--- src/rtl/lebcl_pkg.sv ---
package lebcl_pkg;
  localparam int unsigned DATA_W  = 10;
  localparam int unsigned BLANK_W = 8;

  // comparator hit vector, one bit per threshold
  typedef struct packed {
    logic oc;
    logic lim;
  } lebcl_hit_t;

  localparam int unsigned NUM_CMP = 2;
  localparam int unsigned IDX_LIM = 0;
  localparam int unsigned IDX_OC  = 1;
endpackage

--- src/rtl/lebcl_blank_timer.sv ---
module lebcl_blank_timer #(
  parameter int unsigned CNT_W = 8
) (
  input  logic             clk,
  input  logic             rst_n,
  input  logic             phase_on,
  input  logic             blank_off,
  input  logic [CNT_W-1:0] blank_len,
  output logic             blanking
);
  logic [CNT_W-1:0] tick_q;
  logic             below;

  assign below    = (tick_q < blank_len);
  assign blanking = phase_on && !blank_off && below;

  always_ff @(posedge clk or negedge rst_n) begin
    if (!rst_n) begin
      tick_q <= '0;
    end else if (!phase_on) begin
      tick_q <= '0;
    end else if (below) begin
      tick_q <= tick_q + 1'b1;
    end
  end
endmodule

--- src/rtl/lebcl_cmp.sv ---
module lebcl_cmp #(
  parameter int unsigned DATA_W = 10
) (
  input  logic              vld,
  input  logic [DATA_W-1:0] data,
  input  logic [DATA_W-1:0] thr,
  input  logic              enable,
  output logic              hit
);
  assign hit = enable && vld && (data >= thr);
endmodule

--- src/rtl/lebcl_resp.sv ---
module lebcl_resp (
  input  logic clk,
  input  logic rst_n,
  input  logic phase_on,
  input  logic live,
  input  lebcl_pkg::lebcl_hit_t hit,
  output logic lim_req,
  output logic oc_fault
);
  logic lim_q, oc_q, oc_seen_q;
  logic lim_set, oc_set;

  assign lim_set = live && hit.lim;
  assign oc_set  = live && hit.oc;

  always_ff @(posedge clk or negedge rst_n) begin
    if (!rst_n) begin
      lim_q     <= 1'b0;
      oc_q      <= 1'b0;
      oc_seen_q <= 1'b0;
    end else if (!phase_on) begin
      lim_q     <= 1'b0;
      oc_q      <= 1'b0;
      oc_seen_q <= 1'b0;
    end else begin
      lim_q     <= lim_q || lim_set;
      oc_q      <= oc_set && !oc_seen_q;
      oc_seen_q <= oc_seen_q || oc_set;
    end
  end

  assign lim_req  = lim_q;
  assign oc_fault = oc_q;
endmodule

--- src/rtl/lebcl_top.sv ---
module lebcl_top #(
  parameter int unsigned DATA_W  = lebcl_pkg::DATA_W,
  parameter int unsigned BLANK_W = lebcl_pkg::BLANK_W
) (
  input  logic               clk,
  input  logic               rst_n,
  input  logic               phase_on,
  input  logic [BLANK_W-1:0] blank_len,
  input  logic               blank_off,
  input  logic [DATA_W-1:0]  lim_thr,
  input  logic [DATA_W-1:0]  oc_thr,
  input  logic               smp_valid,
  input  logic [DATA_W-1:0]  smp_data,
  output logic               smp_ready,
  output logic               lim_req,
  output logic               oc_fault
);
  import lebcl_pkg::*;

  logic                     blanking;
  logic                     live;
  logic                     order_ok;
  logic [NUM_CMP-1:0]       hit_vec;
  logic [NUM_CMP-1:0]       cmp_en;
  logic [DATA_W-1:0]        thr_arr [NUM_CMP];
  lebcl_hit_t               hit;

  assign smp_ready = 1'b1;
  assign order_ok  = (oc_thr > lim_thr);
  assign live      = phase_on && !blanking;

  assign thr_arr[IDX_LIM] = lim_thr;
  assign thr_arr[IDX_OC]  = oc_thr;
  assign cmp_en[IDX_LIM]  = 1'b1;
  assign cmp_en[IDX_OC]   = order_ok;

  lebcl_blank_timer #(.CNT_W(BLANK_W)) timer_i (
    .clk       (clk),
    .rst_n     (rst_n),
    .phase_on  (phase_on),
    .blank_off (blank_off),
    .blank_len (blank_len),
    .blanking  (blanking)
  );

  for (genvar g = 0; g < NUM_CMP; g++) begin : g_cmp
    lebcl_cmp #(.DATA_W(DATA_W)) cmp_i (
      .vld    (smp_valid),
      .data   (smp_data),
      .thr    (thr_arr[g]),
      .enable (cmp_en[g]),
      .hit    (hit_vec[g])
    );
  end

  assign hit.lim = hit_vec[IDX_LIM];
  assign hit.oc  = hit_vec[IDX_OC];

  lebcl_resp resp_i (
    .clk      (clk),
    .rst_n    (rst_n),
    .phase_on (phase_on),
    .live     (live),
    .hit      (hit),
    .lim_req  (lim_req),
    .oc_fault (oc_fault)
  );
endmodule

--- config.mk ---
export PLATFORM = sky130hd
export DESIGN_NAME = lebcl_top
export DESIGN_NICKNAME = d
export VERILOG_FILES = /design/src/rtl/lebcl_pkg.sv /design/src/rtl/lebcl_blank_timer.sv /design/src/rtl/lebcl_cmp.sv /design/src/rtl/lebcl_resp.sv /design/src/rtl/lebcl_top.sv
export SDC_FILE = /design/constraint.sdc
export NUM_CORES = 1
export LEC_CHECK = 0
export ABC_AREA = 1
export BUFFER_PORTS_ARGS = -buffer_cell sky130_fd_sc_hd__buf_4
export CAP_MARGIN = 10
export CORE_MARGIN = 4
export CORE_UTILIZATION = 30
export CTS_CLUSTER_SIZE = 10
export DETAILED_ROUTE_END_ITERATION = 12
export SLEW_MARGIN = 20
export SYNTH_ARGS = -nofsm -noshare
export SYNTH_HDL_FRONTEND = slang
export SYNTH_SLANG_ARGS = --single-unit
--- constraint.sdc ---
create_clock -name clk -period 4.7 [get_ports clk]
set_clock_uncertainty 0.1 [all_clocks]
set_input_delay 0.47 -clock clk [delete_from_list [all_inputs] [get_ports clk]]
set_output_delay 0.47 -clock clk [all_outputs]
set_load 0.005 [all_outputs]
# After elaboration in Yosys (flattened, before gate mapping)
# Cells that the tools add are included.
# Widths: inputs -> output; s select.
[totals] ff_bits=11 latch_bits=0 mem_bits_rw=0 mem_bits_ro=0 out_inout_bits=3 word_cells=29 n_memories=0
[op_classes] add_sub_neg=1 mul=0 n_div=0 order_cmp=4 eq_ne=1 shifts=0 n_mux=5 n_bitwise=0 reduce_logical=14
[op_table] op="$ge 10x10->1" count=2
[op_table] op="$mux 8" count=2
[op_table] op="$gt 10x10->1" count=1
[op_table] op="$logic_and 1x1->1" count=9
[op_table] op="$add 8x1->8 const B" count=1
[op_table] op="$lt 8x8->1" count=1
[op_table] op="$logic_not 1->1" count=3
[op_table] op="$mux 1" count=3
[op_table] op="$logic_or 1x1->1" count=2
[op_table] op="$ne 2x1->1 const B" count=1

# Depth between registers and ports, before layout
[logic_depth] depth_word=8 depth_mapped=12 ltp_nobuf=12

# Hierarchy
# Synthesis repeated with hierarchy kept, for this count alone.
[hier_totals] hier_cells=269 hier_area_um2=1719.1
[by_module_without_submodules] mod="lebcl_blank_timer" n_inst=1 cells_per_inst=101 area_per_inst_um2=700.7 seq_area_each_um2=200.2
[by_module_without_submodules] mod="lebcl_cmp" n_inst=2 cells_per_inst=50 area_per_inst_um2=286.5 seq_area_each_um2=0.0
[by_module_without_submodules] mod="lebcl_top" n_inst=1 cells_per_inst=57 area_per_inst_um2=326.6 seq_area_each_um2=0.0
[by_module_without_submodules] mod="lebcl_resp" n_inst=1 cells_per_inst=11 area_per_inst_um2=118.9 seq_area_each_um2=75.1

# Least setup slack after synthesis
# OpenSTA, ideal clock, no wires.
[synth_path] path_type="input to register" start="input port blank_len[5]" end="register timer_i.tick_q[7]" setup_ps=121 t_arrival_ps=1431 slack_ps=3049 path_stages=10 path_cell_list="inv_1 -> ha_1 -> a21oi_1 -> nor2_1 -> nor3_4 -> nand2_4 -> nand2_4 -> inv_4 -> nand2_1 -> o21ai_1"
[synth_between] elab_chain_cells=2
[synth_lines] element="start: declaration" line="lebcl_top.sv:8" text="input logic [BLANK_W-1:0] blank_len,"
[synth_lines] element="$lt 8x8->1" line="lebcl_blank_timer.sv:14" text="assign below = (tick_q < blank_len);"
[synth_lines] element="$ne 2x1->1 (no line)"
[synth_lines] element="end signal: assignment" line="lebcl_blank_timer.sv:23" text="tick_q <= tick_q + 1'b1;"
[synth_lines] element="end: declaration" line="lebcl_blank_timer.sv:11" text="logic [CNT_W-1:0] tick_q;"
# No other way between the ends.
# A chain may end at the register's enable or synchronous reset.

# Final worst setup path
[layout_path] start="register timer_i.tick_q[5]" end="register resp_i.oc_seen_q"
[layout_between] elab_chain_cells=7
[layout_lines] element="$lt 8x8->1" line="lebcl_blank_timer.sv:14"
[layout_lines] element="$logic_and 1x1->1" line="lebcl_blank_timer.sv:15" text="assign blanking = phase_on && !blank_off && below;"
[layout_lines] element="$logic_not 1->1" line="lebcl_top.sv:30" text="assign live = phase_on && !blanking;"
[layout_lines] element="$logic_and 1x1->1" line="lebcl_top.sv:30"
[layout_lines] element="$logic_and 1x1->1" line="lebcl_resp.sv:14" text="assign oc_set = live && hit.oc;"
[layout_lines] element="$logic_or 1x1->1" line="lebcl_resp.sv:28" text="oc_seen_q <= oc_seen_q || oc_set;"
[layout_lines] element="$mux 1" line="lebcl_resp.sv:21" text="end else if (!phase_on) begin"
[layout_lines] element="end signal: assignment" line="lebcl_resp.sv:28"
[layout_lines] element="end: declaration" line="lebcl_resp.sv:10" text="logic lim_q, oc_q, oc_seen_q;"
# No other way between the ends.

==> metrics.yaml <==
row_count: 26
grt_max_degree: 12
wl_um: 3460
die_x_um: 80.7
min_from: "resp_i.oc_seen_q$_DFF_PN0_"
hold_viol: 0
syn_nets: 315
synthesis.area_mm2: 0.00158
p_leak_uw: 0.00125
grt_pass1_wl_um: 5930
reg2reg_depth: 7
synth_area_leaders: "ha_1 (30%), dfrtp_1 (17%), nand2_1 (14%), inv_1 (12%), a21oi_1 (4.1%)"
clk_latency_ns: 0.24
path_class: "reg2reg"
worstPathRequired_ns: 4.73
synth_cells: 234
num_io_pins: 46
power_density_mw_per_mm2: 151
place.gp.congestion: 0.830
path_max_fanout: 4
finalPower_uw: 309
first_pass_iters: 4
ys_seq_area_frac: 0.174
max_cap_viol_count: 0
ys_ff_latch: 11
die_h_um: 80.7
root_buffer: "clkbuf_8"
rsz0062_at_grt: "false"
critPathArrivalTime_ns: 1.71
htree_levels: 1
ys_warn_count: 0
setup_viol: 0
fin_tns_setup_ns: 0
fin_cells: 351
final_nets: 363
placed_area_mm2: 0.00199
max_freq_mhz: 596
tritoncts: "done"
r2r_start: "timer_i.tick_q[5]$_DFFE_PN0P_"
grt_overflow: 0
antenna_found_initial: 0
fp.dieArea_mm2: 0.00651
wl_per_cell_um: 9.85
first_iter_violations: 55
min_period_over_period: 0.357
hold_class: "reg2reg"
cts_resized: 0
cts_made_buffers: 3
post_synth.cell_area_avg_um2: 6.77
hold_end: "resp_i.oc_fault$_DFF_PN0_"
area_growth_pct: 29.0
num-fill-cells: 553
r2r_slack_ns: 3.02
yosysTopAreaCell: "ha_1"
drive_above_1_share: 0.203
ir_worst_vdd_mv: 0.0775
status: "completed"
remaining_drc_errors: 0
cts.sinks: 11
clkSlewWorstSetupHoldPaths_ns: 0.05
core_area_mm2: 0.00511
vias: 1491
fin_crit_ns: 1.68
clk_path_buf_depth: 2
grt_pass1_vias: 1464
dp.cells: 346
cp-end-kind: "register"
start_kind: "register"
port_buffers: 44
num_antenna_cells: 0
slew_viol_final: 0
start_util: 0.310
grt_usage: 0.114
min_path_cells: 1
rr_endpoint: "resp_i.oc_seen_q$_DFF_PN0_"
ys_types: 26
seqCellArea_um2: 275
fin_area_mm2: 0.00204
drt-vias-per-instance: 4.25
yosys.area.top_type_share: 0.300
antenna_left: 0
hpwlAfterDp_um: 3070
multiInputGateArea_mm2: 0.00108
[what timing repair did]
action | CTS | global route
setup buffers | 0 | 0
hold buffers | 1 | 0
hold endpoints to repair | 11 | 0
[cell usage after synthesis, drive strengths merged]
cell type / number
nand2: 62
inv: 55
ha: 38
nor2: 17
a21oi: 13
nand3: 12
dfrtp: 11
o21ai: 6
nor3: 4
nand4: 3
a21o: 2
buf: 2
o21bai: 2
xor2: 2
a211oi: 1
a31o: 1
conb: 1
nand3b: 1
o21a: 1
[placed cells by master (no fill, tap or decap), types with 2 or more instances in the layout]
master,instances
nand4_1,3
nor3_1,3
a21o_1,2
nand3_1,12
nand2_1,59
inv_1,52
inv_2,2
o21ai_1,2
o21ai_0,4
dfrtp_1,11
ha_1,38
nor2_1,16
buf_4,44
clkbuf_8,3
a21oi_1,13
nand2_4,2
xor2_1,2
o21bai_1,2
[how the worst max path moves through the flow]
stage                                              from                            end  slack [ns]
final                     timer_i.tick_q[5]$_DFFE_PN0P_     resp_i.oc_seen_q$_DFF_PN0_        3.02
after CTS                 timer_i.tick_q[5]$_DFFE_PN0P_     resp_i.oc_seen_q$_DFF_PN0_        3.02
after global routing      timer_i.tick_q[5]$_DFFE_PN0P_  timer_i.tick_q[6]$_DFFE_PN0P_        2.93
after global placement                       lim_thr[9]      resp_i.oc_fault$_DFF_PN0_        2.85
after detailed placement                   blank_len[5]  timer_i.tick_q[7]$_DFFE_PN0P_        2.86
after floorplan                            blank_len[5]  timer_i.tick_q[7]$_DFFE_PN0P_        3.05
[registers in the layout, summed over array words and instances (netlist names)]
name,flops
resp_i.oc_fault,1
resp_i.oc_seen_q,1
resp_i.lim_req,1
timer_i.tick_q,8
[cell families after synthesis]
kind of cell / after synthesis / share of synthesized area
DFF: 11 / 0.174
other: 1 / 0.00237
adders and majority gates: 38 / 0.300
and+or+nand+nor: 99 / 0.277
buffers and inverters: 57 / 0.141
AOI/OAI and AO/OA: 26 / 0.0940
xor gates and xnor gates: 2 / 0.0111
[through the flow]
step                      worst slack, ns   util  hold WS (ns)
final                                3.02  0.400         0.322
after global routing                 2.93  0.400         0.344
after CTS                            3.02  0.400         0.325
after detailed placement             2.86  0.389         0.214
after global placement               2.85  0.389         0.215
after floorplan                      3.05      -        0.0744
[final cells by class]
class,count,share of cell area
clock buffers,3,0.0202
multi-input cells,166,0.531
inverters,55,0.102
well taps,70,0.0429
repair buffers,45,0.167
flip-flops and latches,11,0.135
clock inverters,1,0.00245
[layer usage]
layer | GRT usage | wire length, um | vias to the layer above
li1 | - | - | 830
met1 | 0.156 | 1750 | 625
met2 | 0.188 | 1510 | 32
met3 | 0.0112 | 144 | 4
met4 | 0.0355 | 47 | 0
met5 | 0 | 0 | -
[critical path, cell delays in order, from the launching register on]
cell	delay, ns
dfrtp_1	0.41
ha_1	0.30
a21oi_1	0.13
nor2_1	0.08
nor3_4	0.19
nand3_1	0.16
nand3_1	0.14
nand2_1	0.06
[power by group]
part | total [uW] | switching, uW | internal, uW
clock network | 93.9 | 35.7 | 58.2
logic | 114 | 56.8 | 56.8
registers | 102 | 3.43 | 98.4
Power figures use the tool's default switching activity.
